### src/rtl/adc_seq_ctrl.sv
module adc_seq_ctrl #(
  parameter int CONV_LAT = 4,
  parameter int SLOT_W   = 4
) (
  input  logic              clk,
  input  logic              rst_n,
  input  logic              wr_en,
  input  logic [15:0]       wr_data,
  output logic [15:0]       rd_data,
  input  logic              start,
  input  logic              seq_clr,
  input  logic [SLOT_W-1:0] max_slot,
  input  logic              suspend,
  output logic              soc,
  output logic [SLOT_W-1:0] slot,
  output logic              latch,
  output logic [SLOT_W-1:0] latch_slot,
  output logic              eos,
  output logic              busy
);
  localparam int CW = (CONV_LAT > 1) ? $clog2(CONV_LAT) : 1;
  localparam logic [CW-1:0] CONV_END = CW'(CONV_LAT - 1);

  typedef enum logic [2:0] {S_IDLE, S_SAMP, S_CONV, S_HOLD, S_STOP} st_t;

  logic [1:0]  susp_mode;
  logic [3:0]  acq_len;
  logic        half_clk, cont, spare_a, spare_b;
  logic [1:0]  blk_cnt;
  logic        div_ph, start_pend, last_q;
  logic [3:0]  acq_cnt;
  logic [CW-1:0] conv_cnt;
  st_t         state;

  wire blk      = blk_cnt != 2'd0;
  wire soft_rst = wr_en && !blk && wr_data[14];
  wire tick     = !half_clk || div_ph;
  wire freeze   = suspend && susp_mode == 2'b11;
  wire adv      = tick && !freeze && !blk;
  wire halt_any = suspend && susp_mode != 2'b00;
  wire halt_cnv = suspend && susp_mode == 2'b10;
  wire last     = slot == max_slot;
  wire conv_done = state == S_CONV && adv && conv_cnt == CONV_END;

  assign rd_data = {2'b00, susp_mode, acq_len, half_clk, cont, spare_a, spare_b, 4'h0};
  assign soc  = state == S_SAMP;
  assign busy = state == S_SAMP || state == S_CONV || state == S_HOLD;

  always_ff @(posedge clk or negedge rst_n) begin
    if (!rst_n) begin
      {susp_mode, acq_len, half_clk, cont, spare_a, spare_b} <= '0;
      blk_cnt <= 2'd0;
    end else if (soft_rst) begin
      {susp_mode, acq_len, half_clk, cont, spare_a, spare_b} <= '0;
      blk_cnt <= 2'd2;
    end else if (blk) begin
      blk_cnt <= blk_cnt - 2'd1;
    end else if (wr_en) begin
      susp_mode <= wr_data[13:12];
      acq_len   <= wr_data[11:8];
      half_clk  <= wr_data[7];
      cont      <= wr_data[6];
      spare_a   <= wr_data[5];
      spare_b   <= wr_data[4];
    end
  end

  always_ff @(posedge clk or negedge rst_n) begin
    if (!rst_n) begin
      state <= S_IDLE;
      slot <= '0; latch_slot <= '0;
      latch <= 1'b0; eos <= 1'b0; last_q <= 1'b0;
      div_ph <= 1'b0; start_pend <= 1'b0;
      acq_cnt <= '0; conv_cnt <= '0;
    end else if (soft_rst) begin
      state <= S_IDLE;
      slot <= '0; latch_slot <= '0;
      latch <= 1'b0; eos <= 1'b0; last_q <= 1'b0;
      div_ph <= 1'b0; start_pend <= 1'b0;
      acq_cnt <= '0; conv_cnt <= '0;
    end else begin
      latch  <= 1'b0;
      eos    <= latch && last_q;
      div_ph <= half_clk ? !div_ph : 1'b0;
      case (state)
        S_IDLE: begin
          if (seq_clr) begin
            slot <= '0;
            start_pend <= 1'b0;
          end else if ((start || start_pend) && !halt_any && !blk) begin
            if (adv) begin
              state <= S_SAMP;
              acq_cnt <= '0;
              start_pend <= 1'b0;
            end else begin
              start_pend <= 1'b1;
            end
          end else begin
            start_pend <= 1'b0;
          end
        end
        S_SAMP: if (adv) begin
          if (acq_cnt == acq_len) begin
            state <= S_CONV;
            conv_cnt <= '0;
          end else begin
            acq_cnt <= acq_cnt + 4'd1;
          end
        end
        S_CONV: begin
          if (conv_done) begin
            latch <= 1'b1;
            latch_slot <= slot;
            last_q <= last;
            acq_cnt <= '0;
            if (last) begin
              if (cont) begin
                slot <= '0;
                state <= halt_any ? S_HOLD : S_SAMP;
              end else begin
                state <= S_STOP;
              end
            end else begin
              slot <= slot + SLOT_W'(1);
              state <= halt_cnv ? S_HOLD : S_SAMP;
            end
          end else if (adv) begin
            conv_cnt <= conv_cnt + CW'(1);
          end
        end
        S_HOLD: if (adv && !halt_any) begin
          state <= S_SAMP;
          acq_cnt <= '0;
        end
        S_STOP: if (seq_clr) begin
          slot <= '0;
          state <= S_IDLE;
        end
        default: state <= S_IDLE;
      endcase
    end
  end
endmodule


### config.mk
export PLATFORM = sky130hd
export DESIGN_NAME = adc_seq_ctrl
export DESIGN_NICKNAME = d
export VERILOG_FILES = /design/src/rtl/adc_seq_ctrl.sv
export SDC_FILE = /design/constraint.sdc
export NUM_CORES = 1
export LEC_CHECK = 0
export BUFFER_PORTS_ARGS = -buffer_cell sky130_fd_sc_hd__buf_2
export CAP_MARGIN = 5
export CORE_MARGIN = 3
export CORE_UTILIZATION = 35
export CTS_BUF_LIST = sky130_fd_sc_hd__clkbuf_16
export CTS_CLUSTER_SIZE = 20
export DETAILED_ROUTE_END_ITERATION = 16
export GPL_TIMING_DRIVEN = 0
export HOLD_SLACK_MARGIN = 0.1
export PLACE_DENSITY_LB_ADDON = 0.25
export SKIP_CTS_REPAIR_TIMING = 1
export SLEW_MARGIN = 20
export SYNTH_ARGS = -nofsm -noshare
export SYNTH_HDL_FRONTEND = slang
export SYNTH_SLANG_ARGS = --single-unit
export TNS_END_PERCENT = 50
### constraint.sdc
create_clock -name clk -period 4 [get_ports clk]
set_input_delay 0.6 -clock clk [delete_from_list [all_inputs] [get_ports clk]]
set_output_delay 0.6 -clock clk [all_outputs]
set_load 0.01 [all_outputs]
==> qor.txt, run 1 <==
==================================================================================================
Half-perimeter wire length after placement ..........................................      3260 µm
Type of destination of the critical path ............................................    flip-flop
Fin cells ...........................................................................          329
Starting DRT DRC Count ..............................................................           98
Fin crit share ......................................................................        0.521
Die W ...............................................................................      80.8 µm
Weighted congestion reported at the end of routability-driven placement .............        0.817
#FFs+latches synth ..................................................................           34
Setup repair after global routing missed its margin .................................        false
Critical path cell sequence ......................................................... inv_1 -> ha_1 -> buf_6 -> and3_4 -> buf_6 -> nor3_2 -> nand2_1 -> o21ai_2 -> mux2_2
Number of max-cap violations ........................................................            0
Logic pwr share .....................................................................        0.456
Part of the total power dissipated in the clock network .............................        0.208
Antenna cell count ..................................................................            0
Total routing resource utilization after global routing .............................        0.153
Most common cell type on the critical path ..........................................        buf_6
Yosys warning count .................................................................            0
Per-cell routed wire length .........................................................      13.8 µm
First-pass GRT wire length ..........................................................      7760 µm
Clock transition time at the flip-flop clock pins of the worst setup and hold paths .      0.05 ns
Initial standard-cell utilization of the core .......................................        0.372
Placed Instances ....................................................................          322
Root buffer selected by CTS .........................................................    clkbuf_16
Avg Inst Size Synth .................................................................     9.55 µm²
CTS tree ............................................................................         done
Number of fill cells ................................................................          554
Critical path arrival ...............................................................      2.24 ns
Ratio of cells with drive above 1 in the final layout ...............................        0.290
Slew at the pin closest to its max-slew limit .......................................     0.775 ns
Slew margin rel. ....................................................................        0.483
Area inside the core boundary .......................................................     5270 µm²
Sequential cell fraction of total power .............................................        0.336
Pwr Total ...........................................................................      1.68 mW
Layout net count ....................................................................          290
Chip Height .........................................................................      80.8 µm
CTS H-tree lvls .....................................................................            2
CP max stage cell ...................................................................       mux2_2
Overall die area ....................................................................     6530 µm²
Netlist cell types ..................................................................           52
Switching power .....................................................................     0.669 mW
Status .............................................................................. complete, no violations
Highest attainable clock frequency ..................................................      480 MHz
Relative area change from synthesis to final layout .................................        22.9%
Leakage dissipation .................................................................      1.19 nW
Number of top-level pins ............................................................           54
Number of global-route vias before repair ...........................................         1663
Largest net degree at the start of global routing ...................................           35
Post-Route WL .......................................................................      4540 µm
CP peak stage delay .................................................................      0.35 ns
Post-synth design cell area .........................................................     1960 µm²
CTS max path bufs ...................................................................            2
Overflow after GRT ..................................................................            0
Pre-antenna DRT Iters ...............................................................            4
Remaining design rule violation count ...............................................            0
Port bufs ...........................................................................           42
Type of the worst setup path ........................................................   reg -> reg
Sequential area share after synthesis ...............................................        0.435
Number of standard cells after synthesis ............................................          205
Dominant synthesized flop cell ......................................................      dfrtp_1
Number of hold violations in the final report .......................................            0
Cell Int Power ......................................................................      1.02 mW
Max-slew violations .................................................................            0
Setup TNS ...........................................................................         0 ns
CTS buffer count ....................................................................            5
Setup-violating endpoint count in the final report ..................................            0
Switching power as a share of total power ...........................................        0.397
PD cells ............................................................................   700 nW/µm²
Via count ...........................................................................         1640
Highest fanout seen on the critical path ............................................           10
Fraction of synthesis flops using an asynchronous set or reset pin ..................         1.00
Min Tclk post-route .................................................................      2.08 ns
Post-Route Skew .....................................................................   0.00354 ns
CTS Sinks ...........................................................................           34
Final antenna-violating net count ...................................................            0
Initial antenna violation count .....................................................            0
Clk Latency, worst-skew pair ........................................................      0.27 ns
Worst IR Drop VDD ...................................................................       227 µV
Post-detailed-route via-to-cell ratio ...............................................         4.98
Req. time, crit path ................................................................      4.16 ns
Worst hold-check path type ..........................................................  in -> async
Number of enable-type register cells in the synthesized netlist .....................            0
Element type at the critical path start .............................................    flip-flop
FP Rows .............................................................................           26
==================================================================================================
-- cell type report --
class                           instances  area [µm²]  share of cell area
Buffer                                 19         136              0.0567
Clock buffer                            5         125              0.0520
Clock inverter                          2        7.51             0.00312
Inverter                                7        26.3              0.0109
Multi-Input combinational cell        150         963               0.400
Sequential cell                        34         851               0.353
Tap cell                               70        87.6              0.0364
Timing Repair Buffer                   42         210              0.0873
-- critical path: cells and delay by family, from the launching register on --
kind | cells | cell delay (ns)
fa+ha+maj | 1 | 0.21
simple gates | 3 | 0.60
mux | 1 | 0.35
compound gates | 1 | 0.14
buf+inv | 3 | 0.35
flops | 1 | 0.32
-- registers in the layout, indices dropped and copies added (netlist names) --
register,cells
susp_mode,2
spare_a,1
latch,1
spare_b,1
eos,1
half_clk,1
start_pend,1
cont,1
latch_slot,4
state,3
slot,4
acq_len,4
acq_cnt,4
last_q,1
div_ph,1
conv_cnt,2
blk_cnt,2
-- layout by cell type (no fill, tap or decap), types with 5 or more instances in the layout --
master,instances
nand3_1,7
buf_4,11
ha_1,5
dfrtp_1,34
and3_1,5
conb_1,6
nand2_1,32
nand4_1,5
buf_2,43
inv_1,9
nor2_1,9
a21oi_1,5
clkbuf_16,5
o21ai_0,15
-- Yosys cell counts, drive strengths merged, types with 4 or more instances --
library cell	number	area, µm²
dfrtp	34	851
nand2	32	120
xnor2	4	35.0
nor2	11	51.3
xor2	4	35.0
nand2b	4	25.0
clkbuf	4	15.0
a22o	5	45.0
buf	15	121
ha	5	62.6
o21ai	17	88.8
nand4	5	31.3
nand3	7	35.0
a21oi	5	25.0
inv	7	26.3
and3	6	42.5
-- per-stage QoR --
step / util / area [µm²] / worst slack, ns / hold WS [ns]
global placement: 0.432 / 2270 / 1.93 / 0.464
global route: 0.457 / 2410 / 1.81 / 0.468
CTS: 0.457 / 2410 / 1.90 / 0.440
detailed placement: 0.432 / 2270 / 1.90 / 0.474
floorplan: - / 1980 / 2.14 / 0.304
finish: 0.457 / 2410 / 1.92 / 0.407
-- final timing paths --
path	startpoint	end	slack (ns)	cells past startpoint
worst max register to register	blk_cnt[0]	conv_cnt[0]	1.92	9
min in group clk	spare_a	spare_a	0.48	2
worst min register to register	spare_a	spare_a	0.48	2
worst max-delay path	blk_cnt[0]	conv_cnt[0]	1.92	9
max in group asynchronous	rst_n	state[2]	3.11	1
worst min-delay path	rst_n	eos	0.41	1
-- layer usage --
metal / vias up / global-route usage / part of all wire
li1: 824 / - / -
met4: 0 / 0.0608 / 0.015
met2: 33 / 0.243 / 0.50
met5: - / 0 / 0
met1: 776 / 0.200 / 0.45
met3: 7 / 0.0399 / 0.037
-- cells by family (layout without fill, tap and decap cells) --
family,count (synthesis),after routing,share of synthesized area
other,1,6,0.00192
flip-flops,34,34,0.435
AND/OR/NAND/NOR,80,80,0.222
multiplexers,4,4,0.0211
AO/OA/AOI/OAI,47,47,0.170
XOR/XNOR,8,8,0.0358
buffers and inverters,26,75,0.0831
adder cells (fa/ha/maj),5,5,0.0319
-- power by group through the flow --
stage	Combinational (mW)	Sequential, mW	Clock [mW]
2_1_floorplan	0.549	0.569	0
3_3_place_gp	0.756	0.568	0
3_5_place_dp	0.764	0.572	0
4_1_cts	0.770	0.568	0.359
5_1_grt	0.869	0.584	0.376
6_report	0.768	0.566	0.350
Power figures use the tool's default switching activity.
==> run 2, diff against run 1 <==
Settings changed: ABC_AREA set to 1.
Clock period 4 ns to 1.7 ns, I/O delays scaled along.
==> qor.txt, run 2 <==
==================================================================================================
Remaining design rule violation count ...............................................            0   unchanged
Initial antenna violation count .....................................................            0   unchanged
Overall die area ....................................................................     7080 µm²   was 6530 µm²
Largest net degree at the start of global routing ...................................           35   unchanged
CTS H-tree lvls .....................................................................            2   unchanged
Area inside the core boundary .......................................................     5710 µm²   was 5270 µm²
Global Route met2 Usage .............................................................        0.241   was 0.243
Register-to-register setup slack ....................................................      0.01 ns   was 1.92 ns
Req. time, crit path ................................................................      1.86 ns   was 4.16 ns
Antenna cell count ..................................................................            0   unchanged
Leading cell type in the layout, fill and taps excluded .............................      nand2_1   was buf_2
Per-cell routed wire length .........................................................      11.4 µm   was 13.8 µm
Dominant synthesized flop cell ......................................................      dfrtp_1   unchanged
Setup-violating endpoint count in the final report ..................................            0   unchanged
Ratio of cells with drive above 1 in the final layout ...............................        0.300   was 0.290
Setup TNS ...........................................................................         0 ns   unchanged
Max-slew violations .................................................................            0   unchanged
CTS max path bufs ...................................................................            2   unchanged
Number of top-level pins ............................................................           54   unchanged
Number of max-cap violations ........................................................            0   unchanged
Element type at the critical path start .............................................    flip-flop   unchanged
CTS tree ............................................................................         done   unchanged
Final antenna-violating net count ...................................................            0   unchanged
Chip Height .........................................................................      84.2 µm   was 80.8 µm
Main area contributors after synthesis .............................................. dfrtp_1, nand2_1, nand3_1, inv_1, nor2_1   was dfrtp_1, nand2_1, buf_4, o21ai_0, ha_1
Number of hold violations in the final report .......................................            0   unchanged
Half-perimeter wire length after placement ..........................................      3710 µm   was 3260 µm
Largest area contributor in the synthesized netlist .................................      dfrtp_1   unchanged
CTS Sinks ...........................................................................           34   unchanged
Clk Latency, worst-skew pair ........................................................      0.28 ns   was 0.27 ns
Fin crit share ......................................................................        0.992   was 0.521
Type of the worst setup path ........................................................   reg -> reg   unchanged
Post-synth design cell area .........................................................     2140 µm²   was 1960 µm²
Netlist cell types ..................................................................           33   was 52
Number of standard cells after synthesis ............................................          292   was 205
Leakage dissipation .................................................................      1.49 nW   was 1.19 nW
Worst IR Drop VDD ...................................................................       765 µV   was 227 µV
Fin cells ...........................................................................          425   was 329
Critical path arrival ...............................................................      1.84 ns   was 2.24 ns
Synth top area share ................................................................        0.398   was 0.435
Min Tclk post-route .................................................................      1.69 ns   was 2.08 ns
Fraction of synthesis flops using an asynchronous set or reset pin ..................         1.00   unchanged
Highest attainable clock frequency ..................................................      593 MHz   was 480 MHz
Number of fill cells ................................................................          578   was 554
Avg Inst Size Synth .................................................................     7.32 µm²   was 9.55 µm²
Weighted congestion reported at the end of routability-driven placement .............        0.849   was 0.817
First-pass GRT wire length ..........................................................      8240 µm   was 7760 µm
Post-route worst hold slack .........................................................    0.0540 ns   was 0.407 ns
Slew at the pin closest to its max-slew limit .......................................     0.766 ns   was 0.775 ns
Clock transition time at the flip-flop clock pins of the worst setup and hold paths .      0.06 ns   was 0.05 ns
Slew margin rel. ....................................................................        0.489   was 0.483
Port bufs ...........................................................................           42   unchanged
#FFs+latches synth ..................................................................           34   unchanged
Root buffer selected by CTS .........................................................    clkbuf_16   unchanged
Highest fanout seen on the critical path ............................................            6   was 10
Post-Route WL .......................................................................      4830 µm   was 4540 µm
PD cells ............................................................................  1640 nW/µm²   was 700 nW/µm²
Post-detailed-route via-to-cell ratio ...............................................         4.59   was 4.98
Placed Instances ....................................................................          411   was 322
Most used standard cell by instance count after synthesis ...........................      nand2_1   was dfrtp_1
FP Rows .............................................................................           27   was 26
Relative area change from synthesis to final layout .................................        26.9%   was 22.9%
Overflow after GRT ..................................................................            0   unchanged
Die W ...............................................................................      84.2 µm   was 80.8 µm
Worst hold-check path type ..........................................................  in -> async   unchanged
CTS buffer count ....................................................................            5   unchanged
Synth top cells by count ............................................................ nand2_1, inv_1, dfrtp_1, nand3_1, nor2_1   was dfrtp_1, nand2_1, o21ai_0
Type of destination of the critical path ............................................    flip-flop   unchanged
Via count ...........................................................................         1950   was 1640
Highest-utilization routing layer at the global route stage .........................         met2   unchanged
Setup repair after global routing missed its margin .................................         true   was false
Number of global-route vias before repair ...........................................         1855   was 1663
Total routing resource utilization after global routing .............................        0.141   was 0.153
Met1 Resource Use GR ................................................................        0.182   was 0.200
Status .............................................................................. complete, no violations   unchanged
Met3 Use GR .........................................................................       0.0353   was 0.0399
Commonest cells after routing, fill and taps aside .................................. nand2_1, buf_2, inv_1   was buf_2, dfrtp_1, nand2_1
Starting DRT DRC Count ..............................................................          103   was 98
Layout net count ....................................................................          383   was 290
Sequential area share after synthesis ...............................................        0.398   was 0.435
Post-Route Skew .....................................................................   0.00711 ns   was 0.00354 ns
Pre-antenna DRT Iters ...............................................................            4   unchanged
Yosys warning count .................................................................            0   unchanged
Initial standard-cell utilization of the core .......................................        0.375   was 0.372
Number of enable-type register cells in the synthesized netlist .....................            0   unchanged
==================================================================================================
## run 2: changes by cell type after synthesis, sizes merged, moves of 4 or more
cell | before | now
a22o | 5 | 0
and3 | 6 | 0
inv | 7 | 45
nand2 | 32 | 88
nand2b | 4 | 0
nand3 | 7 | 36
nor2 | 11 | 29
o22ai | 1 | 6
## run 2: path summary, 6_finish.rpt
kind                            startpoint    endpoint  depth (start not counted)
worst max-delay path            blk_cnt[1]     slot[2]                         11
worst min-delay path                 rst_n  blk_cnt[0]                          1
worst max register to register  blk_cnt[1]     slot[2]                         11
worst min register to register     spare_a     spare_a                          2
max in group asynchronous            rst_n    state[0]                          1
min in group clk                wr_data[5]     spare_a                          3
## run 2: cell families after synthesis
| group | Yosys count | synth area share |
|---|---|---|
| flip-flops | 34 | 0.398 |
| adder cells (fa/ha/maj) | 5 | 0.0293 |
| other | 1 | 0.00175 |
| XOR/XNOR | 4 | 0.0164 |
| AND/OR/NAND/NOR | 160 | 0.353 |
| AO/OA/AOI/OAI | 29 | 0.0772 |
| buffers and inverters | 59 | 0.124 |
## run 2: stage by stage
step	util	total power, mW	instance area (µm²)	setup WS [ns]
2_1_floorplan	-	2.74	2160	0.0638
3_3_place_gp	0.430	3.26	2460	-0.183
3_5_place_dp	0.430	3.28	2460	-0.182
4_1_cts	0.459	4.32	2620	-0.198
5_1_grt	0.475	4.88	2710	-0.163
6_report	0.475	4.44	2710	0.0128
## run 2: where the power goes
part | internal [mW] | switching, mW | total, mW
Sequential | 1.07 | 0.221 | 1.29
Clock | 0.685 | 0.329 | 1.01
Combinational | 0.831 | 1.31 | 2.14
Total | 2.58 | 1.86 | 4.44
## run 2: area by class of cell
class | instances | area [µm²] | area share
sequential | 34 | 851 | 0.314
buffer | 13 | 95.1 | 0.0350
clock inverter | 3 | 40.0 | 0.0148
multi-input combinational | 204 | 1080 | 0.398
tap | 72 | 90.1 | 0.0332
clock buffer | 5 | 125 | 0.0461
inverter | 46 | 178 | 0.0655
timing repair buffer | 48 | 255 | 0.0941
## run 2: layer usage
| layer | vias to the layer above | wire, µm |
|---|---|---|
| li1 | 1027 | - |
| met1 | 877 | 2300 |
| met2 | 44 | 2250 |
| met3 | 2 | 257 |
| met4 | 0 | 19 |
| met5 | - | 0 |
## run 2: critical path, cell delays in order (launching register included)
cell	delay [ns]
dfrtp_1	0.38
inv_2	0.08
ha_4	0.17
nand2_1	0.12
nor2_4	0.16
nand2_2	0.12
nand2_4	0.10
inv_2	0.05
nor2_2	0.12
nand2_2	0.10
nand2_1	0.09
o21ai_1	0.06
